### src/rtl/dbg_seq_pkg.sv
package dbg_seq_pkg;

  localparam int NUM_CH  = 4;
  localparam int CH_W    = $clog2(NUM_CH);
  localparam int FIELD_W = 4;
  localparam int NUM_SEQ = 3;
  localparam int CTL_W   = FIELD_W * NUM_SEQ;
  localparam int ST_W    = 3;
  localparam int NUM_REQ = 4;

  typedef enum logic [ST_W-1:0] {
    ST_IDLE  = 3'd0,
    ST_ONE   = 3'd1,
    ST_TWO   = 3'd2,
    ST_THREE = 3'd3,
    ST_FINAL = 3'd4
  } seq_state_t;

  typedef enum logic [1:0] {
    AL_NONE  = 2'd0,
    AL_BEGIN = 2'd1,
    AL_MID   = 2'd2,
    AL_END   = 2'd3
  } align_t;

  // index of each request in the arbiter vector, lower index wins
  localparam int RQ_FORCE = 0;
  localparam int RQ_TAG   = 1;
  localparam int RQ_COP   = 2;
  localparam int RQ_MATCH = 3;

endpackage

### src/rtl/dbg_match_sel.sv
module dbg_match_sel
  import dbg_seq_pkg::*;
(
  input  logic [NUM_CH-1:0]  match_i,
  input  logic               range_mode_i,
  input  logic [FIELD_W-1:0] field_i,
  input  seq_state_t         cur_i,
  output logic               hit_o,
  output seq_state_t         tgt_o
);

  logic [NUM_CH-1:0] eff;
  logic [CH_W-1:0]   fin_ch;
  seq_state_t        ring_nxt;

  // range pairing drops channel 2 when channel 0 fires with it
  always_comb begin
    eff = match_i;
    if (range_mode_i && match_i[0]) eff[2] = 1'b0;
  end

  assign fin_ch = field_i[CH_W-1:0];

  always_comb begin
    case (cur_i)
      ST_ONE:   ring_nxt = ST_TWO;
      ST_TWO:   ring_nxt = ST_THREE;
      default:  ring_nxt = ST_ONE;
    endcase
  end

  always_comb begin
    hit_o = 1'b0;
    tgt_o = cur_i;
    case (field_i[FIELD_W-1:FIELD_W-2])
      2'b01: begin
        if (eff[fin_ch]) begin
          hit_o = 1'b1;
          tgt_o = ST_FINAL;
        end else if (|eff) begin
          hit_o = 1'b1;
          tgt_o = ring_nxt;
        end
      end
      2'b10: begin
        if (eff[NUM_CH-1]) begin
          hit_o = 1'b1;
          tgt_o = ST_FINAL;
        end else begin
          // scan downwards so the lowest channel is assigned last
          for (int c = NUM_CH - 2; c >= 0; c--) begin
            if (eff[c]) begin
              hit_o = 1'b1;
              case (c)
                0:       tgt_o = ST_ONE;
                1:       tgt_o = ST_TWO;
                default: tgt_o = ST_THREE;
              endcase
            end
          end
        end
      end
      default: begin
        hit_o = 1'b0;
        tgt_o = cur_i;
      end
    endcase
  end

endmodule

### src/rtl/dbg_trig_arb.sv
module dbg_trig_arb
  import dbg_seq_pkg::*;
(
  input  logic               in_seq_i,
  input  logic               in_final_i,
  input  logic               force_i,
  input  logic               tag_i,
  input  logic               cop_i,
  input  logic               hit_i,
  output logic [NUM_REQ-1:0] grant_o
);

  logic [NUM_REQ-1:0] req;
  logic               live;

  assign live = in_seq_i | in_final_i;

  always_comb begin
    req           = '0;
    req[RQ_FORCE] = force_i & in_seq_i;
    req[RQ_TAG]   = tag_i   & live;
    req[RQ_COP]   = cop_i   & live;
    req[RQ_MATCH] = hit_i   & in_seq_i;
  end

  always_comb begin
    grant_o = '0;
    for (int i = NUM_REQ - 1; i >= 0; i--) begin
      if (req[i]) begin
        grant_o    = '0;
        grant_o[i] = 1'b1;
      end
    end
  end

endmodule

### src/rtl/dbg_seq_fsm.sv
module dbg_seq_fsm
  import dbg_seq_pkg::*;
(
  input  logic               clk,
  input  logic               rst_n,
  input  logic               arm_set_i,
  input  logic               arm_clr_i,
  input  logic [NUM_REQ-1:0] grant_i,
  input  seq_state_t         tgt_i,
  input  align_t             align_i,
  input  logic               bkpt_en_i,
  input  logic               trace_done_i,
  input  logic               tag_i,
  input  logic               cop_i,
  output logic               arm_o,
  output seq_state_t         state_o,
  output logic               bkpt_o,
  output logic               done_o
);

  logic       arm_q, arm_d;
  seq_state_t st_q, st_d;
  logic       bk_q, bk_d;
  logic       sd_q, sd_d;
  logic       end_sess;
  logic       end_bk;
  logic       keep_trace;
  logic       in_seq;

  assign keep_trace = (align_i == AL_BEGIN) || (align_i == AL_MID);
  assign in_seq     = (st_q == ST_ONE) || (st_q == ST_TWO) || (st_q == ST_THREE);

  // next-state process
  always_comb begin
    arm_d    = arm_q;
    st_d     = st_q;
    end_sess = 1'b0;
    end_bk   = 1'b0;
    if (arm_clr_i) begin
      arm_d = 1'b0;
      st_d  = ST_IDLE;
    end else if (!arm_q || st_q == ST_IDLE) begin
      if (arm_set_i) begin
        arm_d = 1'b1;
        st_d  = ST_ONE;
      end
    end else if (st_q == ST_FINAL) begin
      if (grant_i[RQ_TAG] || grant_i[RQ_COP]) begin
        end_sess = 1'b1;
        end_bk   = 1'b1;
      end else if (trace_done_i) begin
        end_sess = 1'b1;
        end_bk   = bkpt_en_i;
      end
    end else begin
      if (grant_i[RQ_FORCE]) begin
        if (keep_trace) st_d = ST_FINAL;
        else begin
          end_sess = 1'b1;
          end_bk   = bkpt_en_i;
        end
      end else if (grant_i[RQ_TAG] || grant_i[RQ_COP]) begin
        end_sess = 1'b1;
        end_bk   = 1'b1;
      end else if (grant_i[RQ_MATCH]) begin
        if (tgt_i == ST_FINAL && !keep_trace) begin
          end_sess = 1'b1;
          end_bk   = bkpt_en_i;
        end else begin
          st_d = tgt_i;
        end
      end
    end
    if (end_sess) begin
      // hardware end of session beats a concurrent arm request
      arm_d = 1'b0;
      st_d  = ST_IDLE;
    end
    bk_d = end_bk;
    sd_d = end_sess;
  end

  // register process
  always_ff @(posedge clk or negedge rst_n) begin
    if (!rst_n) begin
      arm_q <= 1'b0;
      st_q  <= ST_IDLE;
      bk_q  <= 1'b0;
      sd_q  <= 1'b0;
    end else begin
      arm_q <= arm_d;
      st_q  <= st_d;
      bk_q  <= bk_d;
      sd_q  <= sd_d;
    end
  end

  assign arm_o   = arm_q;
  assign state_o = st_q;
  assign bkpt_o  = bk_q;
  assign done_o  = sd_q;

  // assertions

  p_one_grant_r3: assert property (@(posedge clk) disable iff (!rst_n)
    $onehot0(grant_i))
    else $error("p_one_grant_r3");

  p_clear_wins_r2: assert property (@(posedge clk) disable iff (!rst_n)
    arm_clr_i |=> (!arm_q && st_q == ST_IDLE && !sd_q))
    else $error("p_clear_wins_r2");

  p_arm_enter_r2: assert property (@(posedge clk) disable iff (!rst_n)
    (!arm_q && arm_set_i && !arm_clr_i) |=> (arm_q && st_q == ST_ONE))
    else $error("p_arm_enter_r2");

  p_break_ends_r5: assert property (@(posedge clk) disable iff (!rst_n)
    (arm_q && !arm_clr_i && (in_seq || st_q == ST_FINAL) && (tag_i || cop_i)
     && !(in_seq && grant_i[RQ_FORCE]))
    |=> (!arm_q && bk_q && sd_q))
    else $error("p_break_ends_r5");

  p_final_waits_r9: assert property (@(posedge clk) disable iff (!rst_n)
    (st_q == ST_FINAL && !arm_clr_i && !tag_i && !cop_i && !trace_done_i)
    |=> (st_q == ST_FINAL && arm_q))
    else $error("p_final_waits_r9");

  p_idle_disarmed_r11: assert property (@(posedge clk) disable iff (!rst_n)
    sd_q |-> (!arm_q && st_q == ST_IDLE))
    else $error("p_idle_disarmed_r11");

endmodule

### src/rtl/dbg_seq_core.sv
module dbg_seq_core
  import dbg_seq_pkg::*;
(
  input  logic              clk,
  input  logic              rst_n,
  input  logic              arm_set_i,
  input  logic              arm_clr_i,
  input  logic              force_trig_i,
  input  logic              ext_tag_i,
  input  logic              cop_bkpt_i,
  input  logic [NUM_CH-1:0] match_i,
  input  logic              range_mode_i,
  input  logic [1:0]        align_i,
  input  logic              bkpt_en_i,
  input  logic [CTL_W-1:0]  step_ctl_i,
  input  logic              trace_done_i,
  output logic              arm_o,
  output logic [ST_W-1:0]   state_o,
  output logic              bkpt_req_o,
  output logic              sess_done_o
);

  seq_state_t         cur;
  logic [FIELD_W-1:0] field;
  logic               hit;
  seq_state_t         tgt;
  logic [NUM_REQ-1:0] grant;
  logic               in_seq;
  logic               in_final;
  logic               arm_q;

  // pick the control field of the current sequencing state
  always_comb begin
    field = '0;
    for (int k = 1; k <= NUM_SEQ; k++) begin
      if (cur == seq_state_t'(k)) field = step_ctl_i[FIELD_W*(k-1) +: FIELD_W];
    end
  end

  assign in_seq   = arm_q && (cur == ST_ONE || cur == ST_TWO || cur == ST_THREE);
  assign in_final = arm_q && (cur == ST_FINAL);

  dbg_match_sel u_sel (
    .match_i      (match_i),
    .range_mode_i (range_mode_i),
    .field_i      (field),
    .cur_i        (cur),
    .hit_o        (hit),
    .tgt_o        (tgt)
  );

  dbg_trig_arb u_arb (
    .in_seq_i   (in_seq),
    .in_final_i (in_final),
    .force_i    (force_trig_i),
    .tag_i      (ext_tag_i),
    .cop_i      (cop_bkpt_i),
    .hit_i      (hit),
    .grant_o    (grant)
  );

  dbg_seq_fsm u_fsm (
    .clk          (clk),
    .rst_n        (rst_n),
    .arm_set_i    (arm_set_i),
    .arm_clr_i    (arm_clr_i),
    .grant_i      (grant),
    .tgt_i        (tgt),
    .align_i      (align_t'(align_i)),
    .bkpt_en_i    (bkpt_en_i),
    .trace_done_i (trace_done_i),
    .tag_i        (ext_tag_i),
    .cop_i        (cop_bkpt_i),
    .arm_o        (arm_q),
    .state_o      (cur),
    .bkpt_o       (bkpt_req_o),
    .done_o       (sess_done_o)
  );

  assign arm_o   = arm_q;
  assign state_o = cur;

  p_range_drop_r8: assert property (@(posedge clk) disable iff (!rst_n)
    (in_seq && range_mode_i && match_i[0] && field[3:2] == 2'b01
     && field[1:0] == 2'd2 && !force_trig_i && !ext_tag_i && !cop_bkpt_i && !arm_clr_i)
    |=> (state_o != ST_FINAL[ST_W-1:0]))
    else $error("p_range_drop_r8");

endmodule

### config.mk
export PLATFORM = sky130hd
export DESIGN_NAME = dbg_seq_core
export DESIGN_NICKNAME = d
export VERILOG_FILES = /design/src/rtl/dbg_seq_pkg.sv /design/src/rtl/dbg_match_sel.sv /design/src/rtl/dbg_trig_arb.sv /design/src/rtl/dbg_seq_fsm.sv /design/src/rtl/dbg_seq_core.sv
export SDC_FILE = /design/constraint.sdc
export NUM_CORES = 1
export LEC_CHECK = 0
export BUFFER_PORTS_ARGS = -buffer_cell sky130_fd_sc_hd__buf_2
export CORE_AREA = 2 2 45 47
export CTS_BUF_LIST = sky130_fd_sc_hd__clkbuf_2 sky130_fd_sc_hd__clkbuf_4 sky130_fd_sc_hd__clkbuf_8
export DETAILED_ROUTE_END_ITERATION = 10
export DIE_AREA = 0 0 47 49
export PLACE_DENSITY = 0.79
export SLEW_MARGIN = 25
export SYNTH_ARGS = -nofsm -noshare
export SYNTH_HDL_FRONTEND = slang
export SYNTH_SLANG_ARGS = --single-unit
### constraint.sdc
create_clock -name clk -period 3.7 [get_ports clk]
set_input_delay 0.185 -clock clk [delete_from_list [all_inputs] [get_ports clk]]
set_output_delay 0.185 -clock clk [all_outputs]
set_load 0.005 [all_outputs]
==> results of run 1 <==
[sequential cells by signal (all words and copies together) (netlist names)]
| name | flops |
|---|---|
| u_fsm.state_o | 3 |
| u_fsm.arm_o | 1 |
| u_fsm.bkpt_o | 1 |
| u_fsm.done_o | 1 |
[repair_timing]
item                                    4_1_cts  5_1_grt
hold buffers                                  1        0
hold endpoints to repair                      6        0
gates resized for setup                       0        0
endpoints found under the setup margin        0        0
buffers inserted                              0        0
[cells in the final DEF, fill, tap and decap left out, types with 3 or more instances in the layout]
cell / n
clkbuf_4: 3
nor2_1: 11
nor2b_1: 3
buf_2: 33
o21ai_0: 6
nand2_1: 16
inv_1: 7
a21oi_1: 7
dfrtp_1: 6
mux2_2: 3
nand2b_1: 4
[per-stage QoR]
step | utilization, % | hold WS, ns | power, µW | cells
after floorplan | - | -0.111 | 123 | 114
after CTS | 57.6 | 0.181 | 223 | 175
final | 57.6 | 0.181 | 223 | 175
after detailed placement | 55.8 | 0.0240 | 157 | 171
after global routing | 57.6 | 0.202 | 234 | 175
after global placement | 55.8 | 0.0196 | 154 | 171
[per-layer routing]
metal | global-route usage (%) | share of wire (%) | up-vias
met5 | 0 | 0 | -
met4 | 11.1 | 2.0 | 0
met3 | 1.11 | 8.8 | 4
li1 | - | - | 508
met2 | 38.1 | 49 | 62
met1 | 28.0 | 41 | 457
[layout make-up]
class,instances,area (µm²)
fill,184,781
multi-input combinational,96,638
timing repair buffer,36,190
sequential,6,150
tap,27,33.8
inverter,7,26.3
clock buffer,3,22.5
[power by group through the flow]
stage                     Clock [µW]  Combinational (µW)  Sequential (µW)
after floorplan                    0                51.4             71.3
after global placement             0                82.6             71.7
after detailed placement           0                85.2             71.8
after CTS                       65.5                86.4             70.8
after global routing            66.5                97.0             70.9
final                           65.8                86.8             70.8
[worst max-delay path, stage by stage (launching register included)]
cell and delay [ns]:
dfrtp_1 0.38, mux2_2 0.35, nand2_1 0.07, a21oi_1 0.08, ha_1 0.43, or4_1 0.44
nor4_1 0.28, a221oi_1 0.18, o21bai_1 0.28, a221o_1 0.31, a221oi_1 0.24
[cell families (layout without fill, tap and decap cells)]
group,count (synthesis),count (layout),synth area share (%)
and+or+nand+nor,49,49,30.3
AOI/OAI and AO/OA,39,39,35.0
buffers and inverters,12,46,6.53
DFF,6,6,17.8
muxes,5,5,6.38
adders and majority gates,2,2,2.97
xor gates and xnor gates,1,1,1.04
[path summary, 6_finish.rpt]
check / startpoint / to / slack, ns / cells after the start
max: u_fsm.state_o[1] / u_fsm.state_o[0] / 0.54 / 10
min: arm_clr_i / u_fsm.arm_o / 0.18 / 2
max reg2reg: u_fsm.state_o[1] / u_fsm.state_o[0] / 0.54 / 10
min reg2reg: u_fsm.arm_o / u_fsm.arm_o / 0.61 / 2
max in group asynchronous: rst_n / u_fsm.bkpt_o / 3.24 / 2
min in group asynchronous: rst_n / u_fsm.state_o[2] / 0.29 / 2
==> out/summary.txt, run 1 <==
Unrepaired setup endpoints after global routing: false
Logic pwr share: 38.8%
Ys flop type: dfrtp_1
Worst-Skew Late Latency: 0.26 ns
Kind of start point of the critical path: register
Max-Slew Margin vs Limit: 56.9%
Worst setup EP type: register
Synth warn: 0
Synth cell count leaders: 16 x nand2_1, 11 x nor2_1, 7 x a21oi_1, 7 x inv_1
WL final: 2370 µm
PortBufs: 33
Number of synthesized flops with an enable pin: 0
Wirelength per Cell: 13.5 µm
Reg clk slew, reported paths: 0.06 ns
Hold Crit Class: primary input to register
Final Hold Fails: 0
GPL Wtd Cong: 0.899
Yosys reg bits: 6
Number of buffers created by CTS: 3
TritonCTS clock tree: yes
Cell accounting for the most synthesized area: dfrtp_1
Worst slew pin tran: 0.641 ns
Post-Syn Nets: 144
Worst VDD drop: 120 µV
Tcrit/Tclk final: 85.4%
DP HPWL: 1870 µm
Largest net degree at the start of global routing: 19
Failing checks: DRC
Area delta synth->final: 25.8%
CTS H-tree lvls: 1
Pre-antenna DRT Iters: 7
Gr ovfl total: 0
Share of post-route cells with drive strength above 1: 30.4%
CP Data Arrival Time: 3.30 ns
Leak: 0.000469 µW
CP Class: register to register
Antenna viol nets, final: 0
Max Fclk: 317 MHz
Syn Std Cell Area: 843 µm²
Root buffer cell: clkbuf_4
Total GRT Usage: 22.7%
Pre-CTS setup slack: 0.603 ns
Starting Density: 45.8%
Area contributors post-synth: dfrtp_1 18%, nand2_1 7.1%, nor2_1 4.9%
Drt drc: 2
Vias/cell: 5.89
Chip Width: 47 µm
Post-synth cell types: 45
CP Max Fanout: 10
Status: finished, violations left
Max Cap Violations: 0
Syn Area/Cell: 7.40 µm²
Crit path time final: 3.16 ns
IO Pins: 34
Seq pwr share: 31.7%
Vias: 1031
Final setup viols: 0
Rows: 16
Final net count: 180
CORE AREA: 1840 µm²
FFs w/ async S/R, synth: 100%
Placed inst area: 1030 µm²
Crit path required time: 3.84 ns
Most numerous cell in the Yosys netlist: nand2_1
Sequential share of the synthesized area: 17.8%
Setup total negative slack: 0 ns
NetSw: 80.1 µW
Mapped Cells: 114
First-pass GRT wire length: 3900 µm
Antenna violations before repair: 0
Clk pwr share: 29.5%
Design Area, Final: 1060 µm²
Max Slew Vio Count: 0
Vias in the first global route: 967
Final WS setup: 0.542 ns
Clock sink total: 6
PwrDens: 211 nW/µm²
Die H: 49 µm
Net Sw Frac: 35.9%
Die Area: 2300 µm²
Initial DRC count: 39
CTS max path bufs: 2
Synth top area share: 17.8%
Int Power: 143 µW
ANT cells: 0
Clock skew: 0.0136 ns
Note: power is estimated with default switching activity, not from simulation.
==> run 2: changes to the inputs <==
--- a/config.mk
+++ b/config.mk
@@ -10,7 +10,8 @@
 export CTS_BUF_LIST = sky130_fd_sc_hd__clkbuf_2 sky130_fd_sc_hd__clkbuf_4 sky130_fd_sc_hd__clkbuf_8
 export DETAILED_ROUTE_END_ITERATION = 10
 export DIE_AREA = 0 0 47 49
-export PLACE_DENSITY = 0.79
+export PLACE_DENSITY = 0.78
+export RECOVER_POWER = 50
 export SLEW_MARGIN = 25
 export SYNTH_ARGS = -nofsm -noshare
 export SYNTH_HDL_FRONTEND = slang
==> out/summary.txt, run 2 (synthesized netlist as in run 1, its figures left out) <==
Status: finished clean
Crit path required time: 3.85 ns
Filler instances: 179
Final net count: 180
Drt drc: 0
Worst-case reg-to-reg path depth: 10
Die H: 49 µm
First-pass GRT wire length: 3550 µm
Starting Density: 45.8%
Hold depth: 2
Multi-input logic area: 638 µm²
Crit path time final: 3.07 ns
Antenna viol nets, final: 0
Initial DRC count: 54
Max Fclk: 326 MHz
Chip Width: 47 µm
Max-Slew Margin vs Limit: 60.3%
Max Slew Vio Count: 0
CP Max Fanout: 10
DP HPWL: 1800 µm
Wirelength per Cell: 13.2 µm
Rows: 16
CP top delay family: compound AO/OA/AOI/OAI gates
Vias: 1026
Gr ovfl total: 0
Worst setup EP type: register
Hold Crit Class: primary input to register
WL final: 2310 µm
Final Hold Fails: 0
Final setup viols: 0
Post-CTS setup buffers: 0
PortBufs: 33
Area delta synth->final: 25.5%
Tcrit/Tclk final: 82.9%
Clock sink total: 6
CP peak stage delay: 0.43 ns
DP Cell Count: 171
Antenna violations before repair: 0
PwrDens: 209 nW/µm²
Largest register FFs: 3
Share of post-route cells with drive strength above 1: 29.1%
Sequential Area: 150 µm²
R2R setup slack: 0.63 ns
Worst VDD drop: 117 µV
TritonCTS clock tree: yes
Most common cell after layout, fill and taps aside: buf_2
Slowest CP cell: ha_1
Final total power: 222 µW
Largest net degree at the start of global routing: 19
CTS max path bufs: 2
GPL Wtd Cong: 0.879
WP buf/inv: 0
Setup total negative slack: 0 ns
Non-filler cells, final: 175
Die Area: 2300 µm²
Total GRT Usage: 20.8%
ANT cells: 0
Critical path's most frequent cell: a221oi_1
Pre-CTS setup slack: 0.662 ns
Min-Delay Startpoint: arm_clr_i
Vias/cell: 5.86
Commonest cells after routing, fill and taps aside: 31 x buf_2, 16 x nand2_1, 11 x nor2_1, 7 x inv_1, 7 x a21oi_1
Root buffer cell: clkbuf_4
Worst-Skew Late Latency: 0.25 ns
IO Pins: 34
Max Cap Violations: 0
Worst slew pin tran: 0.589 ns
Unrepaired setup endpoints after global routing: false
Leak: 0.000462 µW
Reg2reg end: u_fsm.state_o[0]
Worst r2r src: u_fsm.state_o[1]
Kind of start point of the critical path: register
Clock skew: 0.00863 ns
Pre-antenna DRT Iters: 4
Worst hold endpoint: u_fsm.arm_o
CP Class: register to register
Vias in the first global route: 868
CTS H-tree lvls: 1
Final WS setup: 0.631 ns
CORE AREA: 1840 µm²
CP Data Arrival Time: 3.22 ns
Critical-path cell list: mux2_2, nand2_1, a21oi_1, ha_1, or4_1, nor4_1, a221oi_1, o21bai_1, a221o_1, a221oi_1
Reg clk slew, reported paths: 0.05 ns
Number of buffers created by CTS: 3
==> run 2: cell types whose count changed in the layout (fill, tap and decap cells not counted), sizes merged <==
cell and delta:
buf -2, clkbuf +2
==> run 2: worst max-delay path by stage <==
| stage | start | slack [ns] | depth (start not counted) | endpoint |
|---|---|---|---|---|
| 2_1_floorplan | u_fsm.state_o[1] | 0.57 | 13 | u_fsm.state_o[0] |
| 3_3_place_gp | u_fsm.state_o[1] | 0.77 | 10 | u_fsm.state_o[0] |
| 3_5_place_dp | u_fsm.state_o[1] | 0.66 | 10 | u_fsm.state_o[0] |
| 4_1_cts | u_fsm.state_o[1] | 0.67 | 10 | u_fsm.state_o[0] |
| 5_1_grt | u_fsm.state_o[2] | 0.36 | 9 | u_fsm.state_o[0] |
| 6_report | u_fsm.state_o[1] | 0.63 | 10 | u_fsm.state_o[0] |
==> run 2: per-layer routing <==
layer / wire (µm) / track usage, % / share of wire [%] / vias to the layer above
met3: 179 / 1.11 / 7.8 / 10
met5: 0 / 0 / 0 / -
met4: 52 / 7.41 / 2.3 / 0
met1: 987 / 27.9 / 43 / 452
met2: 1090 / 34.0 / 47 / 61
li1: - / - / - / 503
==> run 2: per-stage QoR <==
stage / utilization [%] / hold WS, ns / instance area (µm²)
floorplan: - / -0.111 / 843
global placement: 55.8 / 0.0196 / 1030
detailed placement: 55.8 / 0.0230 / 1030
CTS: 57.6 / 0.191 / 1060
global route: 57.5 / 0.209 / 1060
finish: 57.5 / 0.199 / 1060
==> run 2: report_power, final <==
group          internal, µW  switching [µW]  total (µW)
logic                  38.4            48.5        86.9
registers              67.7            2.95        70.7
clock network          36.9            27.1        64.0
total                   143            78.5         222
==> run 2: area by class of cell <==
| class | instances | area share [%] |
|---|---|---|
| Multi-Input combinational cell | 96 | 60.3 |
| Timing Repair Buffer | 36 | 17.7 |
| Sequential cell | 6 | 14.2 |
| Tap cell | 27 | 3.19 |
| Inverter | 7 | 2.48 |
| Clock buffer | 3 | 2.13 |
==> run 2: repair_timing <==
action	4_1_cts	5_1_grt
hold buffers	1	0
resized for setup	0	0
endpoints found under the hold margin	6	0
